<file path="src/rtl/trap_seq.sv">
module trap_seq #(
  parameter int VEC_TYPE = 4,
  parameter int OF_BIT   = 11,
  parameter int IE_BIT   = 9,
  parameter int TR_BIT   = 8
) (
  input  logic        clk,
  input  logic        rst_n,
  input  logic        entry_req,
  input  logic        return_req,
  input  logic [15:0] sp_in,
  input  logic [15:0] ss_in,
  input  logic [15:0] cs_in,
  input  logic [15:0] ip_in,
  input  logic [15:0] flags_in,
  output logic        busy,
  output logic        done,
  output logic [15:0] sp,
  output logic [15:0] ss,
  output logic [15:0] cs,
  output logic [15:0] ip,
  output logic [15:0] flags,
  output logic        mem_req,
  output logic        mem_we,
  output logic [19:0] mem_addr,
  output logic [15:0] mem_wdata,
  input  logic [15:0] mem_rdata,
  input  logic        mem_ack
);
  localparam logic [19:0] VEC_IP_ADDR = 20'(VEC_TYPE * 4);
  localparam logic [19:0] VEC_CS_ADDR = VEC_IP_ADDR + 20'd2;

  typedef enum logic [3:0] {
    S_IDLE, S_PF, S_PC, S_PI, S_VC, S_VI, S_RI, S_RC, S_RF, S_FIN
  } st_t;

  st_t state;
  logic push, pop, vec;
  logic [15:0] sp_dn, sp_up;

  assign push  = state inside {S_PF, S_PC, S_PI};
  assign pop   = state inside {S_RI, S_RC, S_RF};
  assign vec   = state inside {S_VC, S_VI};
  assign sp_dn = sp - 16'd2;
  assign sp_up = sp + 16'd2;

  assign busy    = state != S_IDLE;
  assign done    = state == S_FIN;
  assign mem_req = push | pop | vec;
  assign mem_we  = push;
  assign mem_addr = vec ? ((state == S_VC) ? VEC_CS_ADDR : VEC_IP_ADDR)
                        : {ss, 4'b0} + {4'b0, push ? sp_dn : sp};

  always_comb begin
    case (state)
      S_PF:    mem_wdata = flags;
      S_PC:    mem_wdata = cs;
      S_PI:    mem_wdata = ip;
      default: mem_wdata = '0;
    endcase
  end

  always_ff @(posedge clk or negedge rst_n) begin
    if (!rst_n) begin
      state <= S_IDLE;
      sp <= '0; ss <= '0; cs <= '0; ip <= '0; flags <= '0;
    end else begin
      case (state)
        S_IDLE:
          if (entry_req || return_req) begin
            sp <= sp_in; ss <= ss_in; cs <= cs_in; ip <= ip_in; flags <= flags_in;
            if (entry_req) state <= flags_in[OF_BIT] ? S_PF : S_FIN;
            else           state <= S_RI;
          end
        S_PF: if (mem_ack) begin
          sp <= sp_dn;
          flags[IE_BIT] <= 1'b0;
          flags[TR_BIT] <= 1'b0;
          state <= S_PC;
        end
        S_PC: if (mem_ack) begin sp <= sp_dn; state <= S_PI; end
        S_PI: if (mem_ack) begin sp <= sp_dn; state <= S_VC; end
        S_VC: if (mem_ack) begin cs <= mem_rdata; state <= S_VI; end
        S_VI: if (mem_ack) begin ip <= mem_rdata; state <= S_FIN; end
        S_RI: if (mem_ack) begin ip <= mem_rdata; sp <= sp_up; state <= S_RC; end
        S_RC: if (mem_ack) begin cs <= mem_rdata; sp <= sp_up; state <= S_RF; end
        S_RF: if (mem_ack) begin flags <= mem_rdata; sp <= sp_up; state <= S_FIN; end
        default: state <= S_IDLE;
      endcase
    end
  end

  p_quiet_on_done_r2: assert property (@(posedge clk) disable iff (!rst_n)
    done |-> !mem_req);
  p_push_step_r3: assert property (@(posedge clk) disable iff (!rst_n)
    mem_req && mem_we && mem_ack |=> sp == $past(sp) - 16'd2);
  p_flags_cleared_r4: assert property (@(posedge clk) disable iff (!rst_n)
    vec |-> !flags[IE_BIT] && !flags[TR_BIT]);
  p_pop_step_r6: assert property (@(posedge clk) disable iff (!rst_n)
    pop && mem_ack |=> sp == $past(sp) + 16'd2);
  p_req_held_r7: assert property (@(posedge clk) disable iff (!rst_n)
    mem_req && !mem_ack |=> mem_req && $stable(mem_addr) && $stable(mem_we) && $stable(mem_wdata));
  p_regs_wait_r7: assert property (@(posedge clk) disable iff (!rst_n)
    busy && !mem_ack |=> $stable(sp) && $stable(cs) && $stable(ip) && $stable(flags));
  p_done_pulse_r8: assert property (@(posedge clk) disable iff (!rst_n)
    done |=> !done && !busy);
  p_busy_holds_r8: assert property (@(posedge clk) disable iff (!rst_n)
    busy && !done |=> busy);
endmodule

</file>
<file path="config.mk">
export PLATFORM = sky130hd
export DESIGN_NAME = trap_seq
export DESIGN_NICKNAME = d
export VERILOG_FILES = /design/src/rtl/trap_seq.sv
export SDC_FILE = /design/constraint.sdc
export NUM_CORES = 1
export LEC_CHECK = 0
export ABC_AREA = 1
export ABC_CLOCK_PERIOD_IN_PS = 8350
export BUFFER_PORTS_ARGS = -buffer_cell sky130_fd_sc_hd__buf_2
export CAP_MARGIN = 20
export CORE_MARGIN = 3
export CORE_UTILIZATION = 40
export CTS_CLUSTER_DIAMETER = 50
export DETAILED_ROUTE_END_ITERATION = 10
export GPL_TIMING_DRIVEN = 0
export PLACE_DENSITY = 0.66
export SLEW_MARGIN = 20
export SYNTH_ARGS = -nofsm -noshare
export SYNTH_HDL_FRONTEND = slang
export SYNTH_SLANG_ARGS = --single-unit
</file>
<file path="constraint.sdc">
create_clock -name clk -period 8.35 [get_ports clk]
set_input_delay 0.4175 -clock clk [delete_from_list [all_inputs] [get_ports clk]]
set_output_delay 0.4175 -clock clk [all_outputs]
set_load 0.03 [all_outputs]
</file>
# == Word level (Yosys, flattened, before mapping) ==
# Cells that the tools add are included.
# totals
reg_bits,84
output_inout_bits,120
wordCells,86
# op_classes
addsub,3
eq_ne,22
mux,29
bitwise,2
reduce_logical,23
# op_table
operator,n
16-bit two-way mux,8
16-bit one-hot mux with 3 select lines,2
16-bit one-hot mux with 2 select lines,2
4-bit two-way mux,10
4-bit one-hot mux with 8 select lines,1
20-bit by 16-bit adder with 20-bit output,1
20-bit two-way mux,1
"16-bit by 2-bit adder with 16-bit output, second input constant",1
"4-bit by 3-bit == test with 1-bit output, second input constant",4
"2-bit != test, second input constant",8
8-bit one-hot mux with 2 select lines,1
"16-bit by 2-bit subtractor with 16-bit output, second input constant",1
6-bit one-hot mux with 2 select lines,1
3-bit nonzero test,4
"2-bit by 1-bit != test with 1-bit output, second input constant",5
3-bit AND reduction,3
"4-bit by 2-bit == test with 1-bit output, second input constant",2
"4-bit == test, second input constant",2
4-bit AND reduction,2
8-bit AND reduction,1
2-bit nonzero test,4
2-bit one-hot mux with 3 select lines,1
2-bit OR reduction,3
3-bit OR reduction,2
7 further kinds,9

# == Logic depth before layout (Yosys ltp) ==
# logic_depth
depth_word,5
ltp_mapped,18
ltp_nobuf,18

# == Worst setup path before layout ==
# Ideal clock, no wire load.
# synth_timing
kind,reg2out
from,register state[3]
to,output mem_addr[18]
arrival_time_ns,3.053
t_required_ns,7.933
path_slack_ns,4.880
path_stages_with_launch,15
path_buffers,1
cell_sequence,dfrtp_1 -> nor2_4 -> inv_2 -> nor2_4 -> clkbuf_1 -> o21ai_0 -> ha_1 -> nand2_1 -> o21ai_0 -> nand2_1 -> nand2_1 -> nand2_1 -> nand3_1 -> nand2_1 -> nor2_1
# synth_between
elab_chain_len,5
word_cells_on_any_way,10
# synth_rtl
element,line,text
start: declaration,37,st_t state;
start signal: assignment,72,if (entry_req) state <= flags_in[OF_BIT] ? S_PF : S_FIN;
4-bit by 1-bit == test with 1-bit output / 4-bit by 2-bit == test with 1-bit output (equally long branches),41,"assign push = state inside {S_PF, S_PC, S_PI};"
3-bit nonzero test *,41,
net mem_we,24,"output logic mem_we,"
16-bit two-way mux *,52,": {ss, 4'b0} + {4'b0, push ? sp_dn : sp};"
20-bit by 16-bit adder with 20-bit output *,52,
20-bit two-way mux *,51,assign mem_addr = vec ? ((state == S_VC) ? VEC_CS_ADDR : VEC_IP_ADDR)
end: declaration,25,"output logic [19:0] mem_addr,"
# Mark *: on every way through the listed nets, which the timed path passes. The rest lies on a longest branch.

# == Worst setup path after layout ==
# layout_timing
from,register state[3]
to,output mem_addr[18]
# layout_between
elab_chain_len,5
word_cells_on_any_way,10
# layout_rtl
element,line
4-bit by 1-bit == test with 1-bit output / 4-bit by 2-bit == test with 1-bit output (equally long branches),41
3-bit nonzero test,41
16-bit two-way mux,52
20-bit by 16-bit adder with 20-bit output,52
20-bit two-way mux *,51
# Every way passes the cells marked *; elsewhere a longest branch is shown, timed or not.

==> impl_metrics.json <==
{
  "cp_max_fo": 11,
  "vias": 7359,
  "dp_hpwl_um": 17940,
  "ant_nets": 0,
  "cp_data_required_time_ps": 7930,
  "gr-total-overflow": 0,
  "drv_cap": 0,
  "rsz0062_at_grt": "no",
  "cts_tree": "built",
  "area_growth_pct": 27.18,
  "ys_types": 33,
  "end_kind": "output port",
  "ys.warnings.count": 0,
  "holdBufCountCts": 0,
  "worst_pin_slew_ps": 622.0,
  "relSlewSlack_pct": 58.53,
  "gr-usage-all-layers_pct": 27.23,
  "setup-violations-final": 0,
  "start_kind": "flip-flop",
  "grt_pass1_vias": 6883,
  "rows": 44,
  "fin_skew_ps": 8.524,
  "drive_above_1_share_pct": 22.71,
  "antenna_found_initial": 0,
  "synth_fp_nets": 1092,
  "gp_congestion": 0.9122,
  "r2r_end": "cs[12]",
  "violations": "negative hold slack",
  "hold_violations": 18,
  "totalWireLength_um": 23030,
  "status": "finished, violations left",
  "ios": 221,
  "clock-root-buffer": "clkbuf_16",
  "layout.nets": 1324,
  "regToRegStartpoint": "state[3]",
  "fin_crit_ps": 4264,
  "drt_iter0_drc": 551,
  "wl_per_cell_um": 16.51,
  "path_clk_slew_ps": 70,
  "post-route-util_pct": 53.02,
  "period_share_pct": 51.07,
  "criticalPathCategory": "reg -> out",
  "arrival_ps": 3850,
  "syn_area_um2": 6173,
  "reg2reg_slack_ps": 6060,
  "synth_seq_area_share_pct": 34.05,
  "die-width_um": 130.2,
  "hold_ws_ps": -12.37,
  "clk_latency_ps": 350,
  "cts_setup_buffers": 0,
  "cp-endpoint": "mem_addr[18]",
  "layout_common_cells": "360 x nand2_1, 227 x buf_2, 127 x nand3_1",
  "viasPerCell": 5.275,
  "synth_seq_cells": 84,
  "firstDrtPassIters": 7,
  "htree_num_levels": 3,
  "hp-class": "in -> async",
  "syn_area_per_cell_um2": 6.338,
  "io_buffers": 220,
  "start_util_pct": 41.69,
  "num_antenna_cells": 0,
  "grt_first_pass_wirelength_um": 35920,
  "die_h_um": 130.2,
  "layout.cells.most_common": "nand2_1",
  "reg2regPathDepth": 7,
  "final.setup.tns_ps": 0,
  "coreArea_um2": 14810,
  "ctsResizeCount": 0,
  "cts_made_buffers": 9,
  "clock_sinks": 84,
  "grt_max_degree": 45,
  "final_max_slew_viol_count": 0,
  "drc": 0,
  "ctsLongestPathBuffers": 2,
  "fp.dieArea_um2": 16960,
  "fmax_mhz": 234.5,
  "critical_path.startpoint": "state[3]",
  "syn-instance-count": 974
}
[logic make-up after synthesis]
logic type,after synthesis,synth area share [%]
flops,84,34.05
simple gates,583,39.60
fa+ha+maj,17,3.567
xor+xnor,6,0.8512
compound gates,150,13.01
buf+inv,134,8.917
[area by class of cell]
type / count / area [µm²]
buffer: 43 / 209.0
clock buffer: 11 / 252.7
clock inverter: 5 / 60.06
fill: 1544 / 6958
inverter: 91 / 341.6
multi-input combinational: 756 / 3521
sequential: 84 / 2102
tap: 184 / 230.2
timing repair buffer: 221 / 1135
[cells in the mapped netlist]
library cell,instances,area [µm²]
a21oi_2,1,8.760
a21oi_1,22,110.1
buf_2,8,40.04
o21ai_1,5,25.02
o21a_1,1,7.510
fa_1,1,20.02
nand4_1,6,37.54
buf_1,1,3.750
and3_1,2,12.51
o21ai_0,102,510.5
xor2_1,6,52.55
nand2_4,1,11.26
buf_6,2,22.52
ha_1,16,200.2
clkinv_1,1,3.750
clkbuf_1,26,97.59
or2_2,4,25.02
nand3_1,127,635.6
nor2_2,5,31.28
nor2_4,3,33.78
inv_2,4,15.01
nand2_1,360,1351
o211ai_1,17,127.6
o22ai_1,1,6.260
nand2_2,4,25.02
and2_1,1,6.260
nor2_1,66,247.7
a21o_1,1,7.510
nor3_1,1,5.000
buf_4,6,45.04
inv_1,86,322.8
dfrtp_1,84,2102
nand3b_1,3,22.52
[critical path, stage by stage, from the launching register on]
cell and delay, ps:
dfrtp_1 460, nor2_4 290, inv_2 130, nor2_4 260, clkbuf_1 480, o21ai_0 230
ha_1 410, nand2_1 80, o21ai_0 400, nand2_1 90, nand2_1 110, nand2_1 80
nand3_1 80, nand2_1 50, nor2_1 110, buf_2 210
[flip-flops by register name (all words and copies together) (netlist names)]
register / flops
cs: 16
flags: 16
ip: 16
sp: 16
ss: 16
state: 4
[worst min-delay path by stage]
stage	to	start	cells after the start	slack, ps
6_report	ss[13]	rst_n	1	-10
3_5_place_dp	ss[13]	rst_n	1	370
4_1_cts	ss[13]	rst_n	1	1
3_3_place_gp	ss[10]	ss[10]	2	490
5_1_grt	ss[13]	rst_n	1	10
2_1_floorplan	cs[0]	rst_n	0	120
[stage by stage]
stage | hold slack, ps | setup slack (ps) | std cells | area, µm²
after floorplan | 121.9 | 4880 | 974 | 6173
after global placement | 489.2 | 4508 | 1378 | 7505
after detailed placement | 369.5 | 4545 | 1379 | 7538
after CTS | 1.402 | 4133 | 1395 | 7851
after global routing | 14.39 | 3753 | 1395 | 7851
final | -12.37 | 4086 | 1395 | 7851
[per-layer routing]
| layer | global-route usage (%) | vias to the layer above | wire length, µm |
|---|---|---|---|
| li1 | - | 3611 | - |
| met3 | 5.076 | 52 | 1852 |
| met1 | 34.70 | 3342 | 9597 |
| met4 | 11.61 | 0 | 827 |
| met2 | 45.23 | 354 | 10750 |
| met5 | 0 | - | 0 |
Power is left out: the tool's default activity adds up to more than one toggle a clock period on the data nets, which glitch-free logic cannot reach.
